## src/rtl/decodePkg.sv

```systemverilog
package decodePkg;

  localparam int OPCODE_W = 8;
  localparam int REG_W    = 3;
  localparam int PAIR_W   = 2;
  localparam int CLASS_W  = 4;
  localparam int LEN_W    = 2;
  localparam logic [REG_W-1:0] MEM_REG_CODE = 3'd6;

  typedef enum logic [CLASS_W-1:0] {
    CLS_ILLEGAL  = 4'd0,
    CLS_MOVE     = 4'd1,
    CLS_MOVEIMM  = 4'd2,
    CLS_ALU      = 4'd3,
    CLS_ALUIMM   = 4'd4,
    CLS_INCDEC   = 4'd5,
    CLS_PAIR16   = 4'd6,
    CLS_LDST     = 4'd7,
    CLS_STACK    = 4'd8,
    CLS_JUMP     = 4'd9,
    CLS_CALL     = 4'd10,
    CLS_RETURN   = 4'd11,
    CLS_PORTIO   = 4'd12,
    CLS_ACCUM    = 4'd13,
    CLS_CONTROL  = 4'd14,
    CLS_EXCHANGE = 4'd15
  } instClassE;

  typedef struct packed {
    logic isMove;
    logic isMvi;
    logic isAluReg;
    logic isAluImm;
    logic isIncDec;
    logic isPair16;
    logic isLdSt;
    logic isStack;
    logic isJump;
    logic isCall;
    logic isRet;
    logic isPortIo;
    logic isAccum;
    logic isControl;
    logic isExchange;
    logic isIllegal;
    logic isCond;
    logic isShort;
    logic isLong;
    logic usesDst;
    logic usesSrc;
    logic pairAf;
  } decodeStrobesT;

endpackage

```

## src/rtl/decodeCtrl.sv

```systemverilog
module decodeCtrl
  import decodePkg::*;
(
  input  logic [OPCODE_W-1:0] opcode,
  output decodeStrobesT       strobes
);

  logic [1:0]       grp;
  logic [REG_W-1:0] yField;
  logic [REG_W-1:0] zField;
  logic [1:0]       pField;
  logic             qBit;

  assign grp    = opcode[7:6];
  assign yField = opcode[5:3];
  assign zField = opcode[2:0];
  assign pField = opcode[5:4];
  assign qBit   = opcode[3];

  always_comb begin
    strobes = '0;
    unique case (grp)
      2'b00: begin
        unique case (zField)
          3'd0: begin
            if (yField == 3'd0 || yField == 3'd4 || yField == 3'd6)
              strobes.isControl = 1'b1;
            else
              strobes.isIllegal = 1'b1;
          end
          3'd1: begin
            strobes.isPair16 = 1'b1;
            strobes.isLong   = ~qBit;
          end
          3'd2: begin
            strobes.isLdSt  = 1'b1;
            strobes.isLong  = pField[1];
          end
          3'd3: strobes.isPair16 = 1'b1;
          3'd4, 3'd5: begin
            strobes.isIncDec = 1'b1;
            strobes.usesDst  = 1'b1;
          end
          3'd6: begin
            strobes.isMvi   = 1'b1;
            strobes.usesDst = 1'b1;
            strobes.isShort = 1'b1;
          end
          default: strobes.isAccum = 1'b1;
        endcase
      end
      2'b01: begin
        if (yField == MEM_REG_CODE && zField == MEM_REG_CODE) begin
          strobes.isControl = 1'b1;
        end else begin
          strobes.isMove  = 1'b1;
          strobes.usesDst = 1'b1;
          strobes.usesSrc = 1'b1;
        end
      end
      2'b10: begin
        strobes.isAluReg = 1'b1;
        strobes.usesSrc  = 1'b1;
      end
      default: begin
        unique case (zField)
          3'd0: begin
            strobes.isRet  = 1'b1;
            strobes.isCond = 1'b1;
          end
          3'd1: begin
            if (!qBit) begin
              strobes.isStack = 1'b1;
              strobes.pairAf  = 1'b1;
            end else begin
              unique case (pField)
                2'd0: strobes.isRet     = 1'b1;
                2'd1: strobes.isIllegal = 1'b1;
                2'd2: strobes.isJump    = 1'b1;
                default: strobes.isStack = 1'b1;
              endcase
            end
          end
          3'd2: begin
            strobes.isJump = 1'b1;
            strobes.isCond = 1'b1;
            strobes.isLong = 1'b1;
          end
          3'd3: begin
            unique case (yField)
              3'd0: begin
                strobes.isJump = 1'b1;
                strobes.isLong = 1'b1;
              end
              3'd1: strobes.isIllegal = 1'b1;
              3'd2, 3'd3: begin
                strobes.isPortIo = 1'b1;
                strobes.isShort  = 1'b1;
              end
              3'd4: strobes.isStack    = 1'b1;
              3'd5: strobes.isExchange = 1'b1;
              default: strobes.isControl = 1'b1;
            endcase
          end
          3'd4: begin
            strobes.isCall = 1'b1;
            strobes.isCond = 1'b1;
            strobes.isLong = 1'b1;
          end
          3'd5: begin
            if (!qBit) begin
              strobes.isStack = 1'b1;
              strobes.pairAf  = 1'b1;
            end else if (pField == 2'd0) begin
              strobes.isCall = 1'b1;
              strobes.isLong = 1'b1;
            end else begin
              strobes.isIllegal = 1'b1;
            end
          end
          3'd6: begin
            strobes.isAluImm = 1'b1;
            strobes.isShort  = 1'b1;
          end
          default: strobes.isCall = 1'b1;
        endcase
      end
    endcase
  end

endmodule

```

## src/rtl/decodeData.sv

```systemverilog
module decodeData
  import decodePkg::*;
(
  input  logic [OPCODE_W-1:0] opcode,
  input  decodeStrobesT       strobes,
  output logic [CLASS_W-1:0]  instClass,
  output logic [REG_W-1:0]    dstSel,
  output logic [REG_W-1:0]    srcSel,
  output logic [PAIR_W-1:0]   pairSel,
  output logic                pairIsAf,
  output logic                memOperand,
  output logic [REG_W-1:0]    condCode,
  output logic                isConditional,
  output logic [LEN_W-1:0]    instLen,
  output logic                illegalOp
);

  localparam int CLASS_SRC_N = 15;

  logic [CLASS_SRC_N-1:0] classHit;
  instClassE              classOrder [CLASS_SRC_N];
  instClassE              classSel;

  assign classHit = {strobes.isExchange, strobes.isControl, strobes.isAccum,
                     strobes.isPortIo, strobes.isRet, strobes.isCall,
                     strobes.isJump, strobes.isStack, strobes.isLdSt,
                     strobes.isPair16, strobes.isIncDec, strobes.isAluImm,
                     strobes.isAluReg, strobes.isMvi, strobes.isMove};

  // Class code k+1 belongs to strobe bit k.
  for (genvar k = 0; k < CLASS_SRC_N; k++) begin : gClassMap
    assign classOrder[k] = instClassE'(k + 1);
  end

  always_comb begin
    classSel = CLS_ILLEGAL;
    for (int k = 0; k < CLASS_SRC_N; k++) begin
      if (classHit[k]) classSel = classOrder[k];
    end
  end

  assign dstSel   = opcode[5:3];
  assign srcSel   = opcode[2:0];
  assign pairSel  = opcode[5:4];
  assign condCode = opcode[5:3];

  assign instClass     = strobes.isIllegal ? CLS_ILLEGAL : classSel;
  assign pairIsAf      = strobes.pairAf;
  assign isConditional = strobes.isCond;
  assign illegalOp     = strobes.isIllegal;

  assign memOperand = (strobes.usesDst && dstSel == MEM_REG_CODE) ||
                      (strobes.usesSrc && srcSel == MEM_REG_CODE);

  always_comb begin
    if (strobes.isLong)       instLen = LEN_W'(3);
    else if (strobes.isShort) instLen = LEN_W'(2);
    else                      instLen = LEN_W'(1);
  end

endmodule

```

## src/rtl/opcodeDecoder.sv

```systemverilog
module opcodeDecoder
  import decodePkg::*;
(
  input  logic [7:0] opcode,
  output logic [3:0] instClass,
  output logic [2:0] dstSel,
  output logic [2:0] srcSel,
  output logic [1:0] pairSel,
  output logic       pairIsAf,
  output logic       memOperand,
  output logic [2:0] condCode,
  output logic       isConditional,
  output logic [1:0] instLen,
  output logic       illegalOp
);

  decodeStrobesT strobes;

  decodeCtrl uCtrl (
    .opcode  (opcode),
    .strobes (strobes)
  );

  decodeData uData (
    .opcode        (opcode),
    .strobes       (strobes),
    .instClass     (instClass),
    .dstSel        (dstSel),
    .srcSel        (srcSel),
    .pairSel       (pairSel),
    .pairIsAf      (pairIsAf),
    .memOperand    (memOperand),
    .condCode      (condCode),
    .isConditional (isConditional),
    .instLen       (instLen),
    .illegalOp     (illegalOp)
  );

endmodule

```

## config.mk

```make
export PLATFORM = sky130hd
export DESIGN_NAME = opcodeDecoder
export DESIGN_NICKNAME = d
export VERILOG_FILES = /design/src/rtl/decodePkg.sv /design/src/rtl/decodeCtrl.sv /design/src/rtl/decodeData.sv /design/src/rtl/opcodeDecoder.sv
export SDC_FILE = /design/constraint.sdc
export NUM_CORES = 1
export LEC_CHECK = 0
export BUFFER_PORTS_ARGS = -buffer_cell sky130_fd_sc_hd__buf_2
export CORE_AREA = 5 5 51 53
export DETAILED_ROUTE_END_ITERATION = 12
export DIE_AREA = 0 0 56 58
export SYNTH_ARGS = -nofsm -noshare
export SYNTH_HDL_FRONTEND = slang
export SYNTH_SLANG_ARGS = --single-unit
export TNS_END_PERCENT = 50
```

## constraint.sdc

```tcl
create_clock -name vclk -period 2.3
set_clock_uncertainty 0.15 [all_clocks]
set_input_delay 0.46 -clock vclk [all_inputs]
set_output_delay 0.46 -clock vclk [all_outputs]
set_load 0.005 [all_outputs]
```

==> results.md, run 1 <==
- Largest net degree at the start of global routing: 17
- PortBufs: 29
- ANT nets after route: 0
- Adder-Cell Fraction of Synth Area: roughly 6.2%
- Final Hold Vio Count: 0
- Core Rows: 17
- Place WS: -0.2594 ns
- I/O pins: 29
- Setup Viol. Count Final: 4
- WP data arrival: about 1.8 ns
- Post-Synth XOR/XNOR Area: 0%
- First-pass GRT wire length: around 5300 um
- Switching share of power: between 40 and 50%
- Cell Area, Synth: about 800 um2
- Remaining global-route overflow: 0
- Fmax: ~420 MHz
- Die X: between 50 and 60 um
- Register area: 0 um2
- Overall routed net length: ~3400 um
- Layout cells sized above 1: 61.17%
- Simple-gate portion of the synthesized area: 35.10%
- Vias in the first global route: 1156
- Worst Hold Slack: around 1.0 ns
- Placed instance area: about 0.0012 mm2
- GRT Resource Usage Total: 19.10%
- CP max FO: 7
- Clk_buf instances: 0
- Hpwl dp: ~2200 um
- Top cells by area, synth: buf_4 13%, nand2_1 6.6%, ha_1 6.2%, nand2b_1 5.5%, o21ai_0 5.0%
- Layout area overhead: 87.52%
- CP Capture Type: primary output
- Main combinational cell family by area after synthesis: compound AO/OA/AOI/OAI gates
- Most common cell after layout, fill and taps aside: buf_4
- Share of power burned in registers: 0%
- Syn nets: 143
- Initial core utilization: a little under two fifths
- Post-Synthesis Cells: approximately 130
- Mux contribution to synthesized area: approximately 1.2%
- Vias: 1215
- Final Cell Area: 0.001504 mm2
- Total core area: about 0.0021 mm2
- Internal power: around 140 uW
- Comb pwr share: 100.0%
- Failing checks: negative setup slack
- Syn avg cell area: 6.122 um2
- Synth Area in Compound Gates: 35.88%
- PwrDens: 180.3 mW/mm2
- Final Critical Period: between 2 and 2.5 ns
- RSZ-0062 raised after global routing: yes
- Die Y: 58 um
- Ys Warns: 0
- Residual DRC count: 0
- Final period util: 104.3%
- CP Class: in -> out
- Diode count: 0
- Worst IR Drop VDD: 0.1196 mV
- Max-Slew Margin vs Limit: between 70% and 80%
- Sequential fraction of the synthesis area: 0%
- Via-per-instance ratio: approximately 5.6
- Initial antenna violation count: 0
- Largest area contributor in the netlist: buf_4
- Initial DRC count: between 70 and 80
- Status: finished, violations left
- Number of sequential cells: 0
- Clock network power share: 0%
- Finished Core Util: between 70% and 80%
- Worst setup SP type: input pin
- Psw: roughly 130 uW
- Final GP Congestion: ~0.84
- Top cell type's share of synthesized area: 13.10%
- TritonRoute pass-1 iters: 4
- Max Transition Viols Final: 0
- Die area: about 0.0032 mm2
- CP required: around 1.7 ns
- Static leakage: between 0.6 and 0.7 nW
- Hold Path Class: in -> out
- Most frequent cells in the layout: 47 x buf_4, 23 x buf_2, 11 x nand2_1
- Worst slew pin tran: ~0.38 ns
- Max Cap Viol: 0
- Min setup slack post-route: -0.09801 ns
- Drt wl/cell: ~16 um
- Nets: between 200 and 250
- Post-synth cell types: 40
==> cell usage after synthesis, types with 2 or more instances <==
master / instances
buf_4: 14
nand2_1: 14
nor2_1: 9
o21ai_0: 8
inv_1: 7
nand2b_1: 7
a21oi_1: 6
buf_2: 6
nor3_1: 6
a31oi_1: 5
ha_1: 4
nand3_1: 4
nor2b_1: 4
clkbuf_1: 3
o22ai_1: 3
a21o_1: 2
a41oi_1: 2
nand4b_1: 2
nor4_1: 2
o211a_1: 2
o311ai_0: 2
==> layout make-up <==
class / count / area [um2]
multi-input combinational: 101 / 849.6
timing repair buffer: 80 / 588.1
tap: 28 / 35.03
fill: 159 / 601.8
inverter: 7 / 31.28
==> power groups by stage <==
stage          clock network (mW)  logic [mW]  registers, mW
6_report                        0       0.271              0
5_1_grt                         0       0.293              0
4_1_cts                         0       0.231              0
3_5_place_dp                    0       0.199              0
3_3_place_gp                    0       0.194              0
2_1_floorplan                   0       0.113              0
==> critical path: stages <==
cell      delay [ns]
buf_6           0.11
ha_4            0.19
nand2b_4        0.10
nor2_1          0.05
buf_4           0.15
a31oi_2         0.22
nand2_2         0.13
a311oi_2        0.21
buf_2           0.16
==> timing repair <==
item	in CTS	in global routing
endpoints found under the setup margin	8	8
endpoints found under the hold margin	0	0
hold buffers	0	0
pin swaps	15	15
gates resized for setup	36	35
buffers inserted	4	4
==> worst paths after layout <==
kind,startpoint,endpoint,depth (start not counted)
worst max-delay path,opcode[6],instClass[0],9
worst min-delay path,opcode[0],srcSel[0],2
==> metal layers <==
metal / GRT usage (%) / wire (um)
met4: 5.424 / 72
met3: 2.004 / 211
met2: 33.39 / 1721
met5: 0 / 0
met1: 24.80 / 1411
==> stage by stage <==
step                std cells  total power [mW]   TNS, ns
floorplan                 131            0.1133         0
global placement          208            0.1937    -1.019
detailed placement        208            0.1986    -1.472
CTS                       212            0.2314  -0.09169
global route              216            0.2928   -0.5345
finish                    216            0.2711   -0.2305
==> logic make-up after synthesis <==
family | Yosys count
simple gates | 54
compound gates | 42
buf+inv | 30
fa+ha+maj | 4
mux | 1
(Power assumes the default switching activity.)
==> inputs of run 2 (changes only) <==
Settings changed: CORE_AREA 5 5 51 53 to 5 5 45 47, DIE_AREA 0 0 56 58 to 0 0 50 52, PLACE_DENSITY_LB_ADDON set to 0.12.
==> run 2 against run 1 <==
Effect of this change: the run still ends with negative setup slack left; non-clock buffer count decreased by 10; global-route usage increased by 5.2 points; hold slack got worse by 0.016 ns; power decreased by 8.5%; combinational power decreased by 8.5%; critical endpoint is now instClass[2]; largest cell class unchanged; highest routed layer unchanged.
==> results.md, run 2 (synthesis results as in run 1) <==
- First-pass GRT wire length: slightly above 5000 um
- Final Hold Vio Count: 0
- Nets: around 190
- CP Class: in -> out
- Max-Slew Margin vs Limit: roughly 70%
- Number of sequential cells: 0
- CP max FO: 7
- WP data arrival: about 1.8 ns
- Worst slew pin tran: 0.4511 ns
- CP Capture Type: primary output
- Total core area: around 0.0016 mm2
- Die X: 50 um
- RSZ-0062 raised after global routing: yes
- Static leakage: around 0.63 nW
- Final GP Congestion: just over 0.9
- Worst setup SP type: input pin
- Final std cells w/o fill: ~200
- Worst IR Drop VDD: 0.1373 mV
- Remaining global-route overflow: 0
- Layout area overhead: 71.61%
- Status: finished, violations left
- Share of power burned in registers: 0%
- Max Cap Viol: 0
- PortBufs: 29
- # hold bufs at CTS: 0
- Die Y: 52 um
- Register area: 0 um2
- Largest net degree at the start of global routing: 17
- Initial core utilization: a little under 50%
- Min setup slack post-route: -0.1261 ns
- PwrDens: ~180 mW/mm2
- Failing checks: negative setup slack
- Clk_buf instances: 0
- Vias: between 1000 and 1500
- ANT nets after route: 0
- Psw: approximately 130 uW
- Clock network power share: 0%
- Vias in the first global route: around 1200
- Setup Viol. Count Final: 3
- Placed instance area: ~0.0011 mm2
- Layout cells sized above 1: between 50% and 60%
- Initial antenna violation count: 0
- Most frequent cells in the layout: 39 x buf_4, 25 x buf_2, 10 x nand2_1
- Comb pwr share: 100.0%
- Drt wl/cell: around 17 um
- Switching share of power: between 50% and 60%
- Hold_sp: opcode[2]
- Fmax: a little over 400 MHz
- Cells after DPL: 194
- Max Transition Viols Final: 0
- Setup_tns: -0.3176 ns
- Final Critical Period: between 2 and 2.5 ns
- Hpwl dp: approximately 2100 um
- Worst Hold Endpoint: srcSel[2]
- Hold Path Stages: 2
- Overall power: 248.2 uW
- Hold Path Class: in -> out
- Diode count: 0
- Final Cell Area: ~0.0014 mm2
- Residual DRC count: 0
- I/O pins: 29
- Via-per-instance ratio: about 6
- TritonRoute pass-1 iters: 4
- Final period util: 105.5%
- Core Rows: 15
- CP required: ~1.7 ns
- Initial DRC count: 53
- Internal power: 122.8 uW
- Most common cell after layout, fill and taps aside: buf_4
- Die area: roughly 0.0026 mm2
- GRT Resource Usage Total: between 20% and 30%
- Overall routed net length: 3326 um
-- run 2: cell types whose count changed in the layout (fill, tap and decap cells not counted), moves of 2 or more --
cell,previous run,this run
o21ai_0,3,6
nand2b_4,3,1
buf_4,47,39
buf_2,23,25
buf_6,8,4
nand2b_1,4,6
-- run 2: how the worst max path moves through the flow --
stage,start,to,slack (ns),cells past startpoint
final,opcode[6],instClass[2],-0.13,8
after floorplan,opcode[6],instClass[2],0.006,7
after global placement,opcode[6],instClass[0],-0.23,9
after CTS,opcode[7],instClass[0],-0.08,9
after global routing,opcode[6],instClass[2],-0.16,8
after detailed placement,opcode[6],instClass[0],-0.29,9
-- run 2: critical path, cell delays in order --
cell,delay [ns]
buf_8,0.09
ha_4,0.20
and3b_2,0.24
a31o_4,0.10
a22oi_2,0.07
a311o_1,0.35
a41oi_2,0.17
buf_2,0.13
-- run 2: area by class of cell --
| type | count | area, um2 |
|---|---|---|
| multi-input cells | 101 | 830.8 |
| repair buffers | 70 | 493.0 |
| fillers | 92 | 237.7 |
| inverters | 7 | 31.28 |
| well taps | 17 | 21.27 |
-- run 2: stage by stage --
stage          setup WS, ns  utilization [%]  hold WS, ns
6_report            -0.1261            85.27        1.025
5_1_grt             -0.1593            85.27        1.040
4_1_cts            -0.07799            80.85        1.019
3_5_place_dp        -0.2930            69.53        1.003
3_3_place_gp        -0.2263            69.53       0.9982
2_1_floorplan      0.005579                -       0.8508
-- run 2: power by group through the flow --
stage / combinational, mW / clock, mW / sequential, mW
2_1_floorplan: 0.113 / 0 / 0
6_report: 0.248 / 0 / 0
5_1_grt: 0.265 / 0 / 0
3_3_place_gp: 0.188 / 0 / 0
3_5_place_dp: 0.191 / 0 / 0
4_1_cts: 0.226 / 0 / 0
-- run 2: metal layers --
layer	vias up	GRT usage (%)	part of all wire [%]
met1	561	26.87	39
met4	0	7.860	2.4
met3	10	2.292	5.9
met5	-	0	0
met2	61	47.28	53
li1	569	-	-
-- run 2: repair_timing --
action	4_1_cts	5_1_grt
setup endpoints to repair	5	7
setup buffers	0	1
gates cloned	0	0
endpoints found under the hold margin	0	0
pin swaps	14	5
resized for setup	40	15
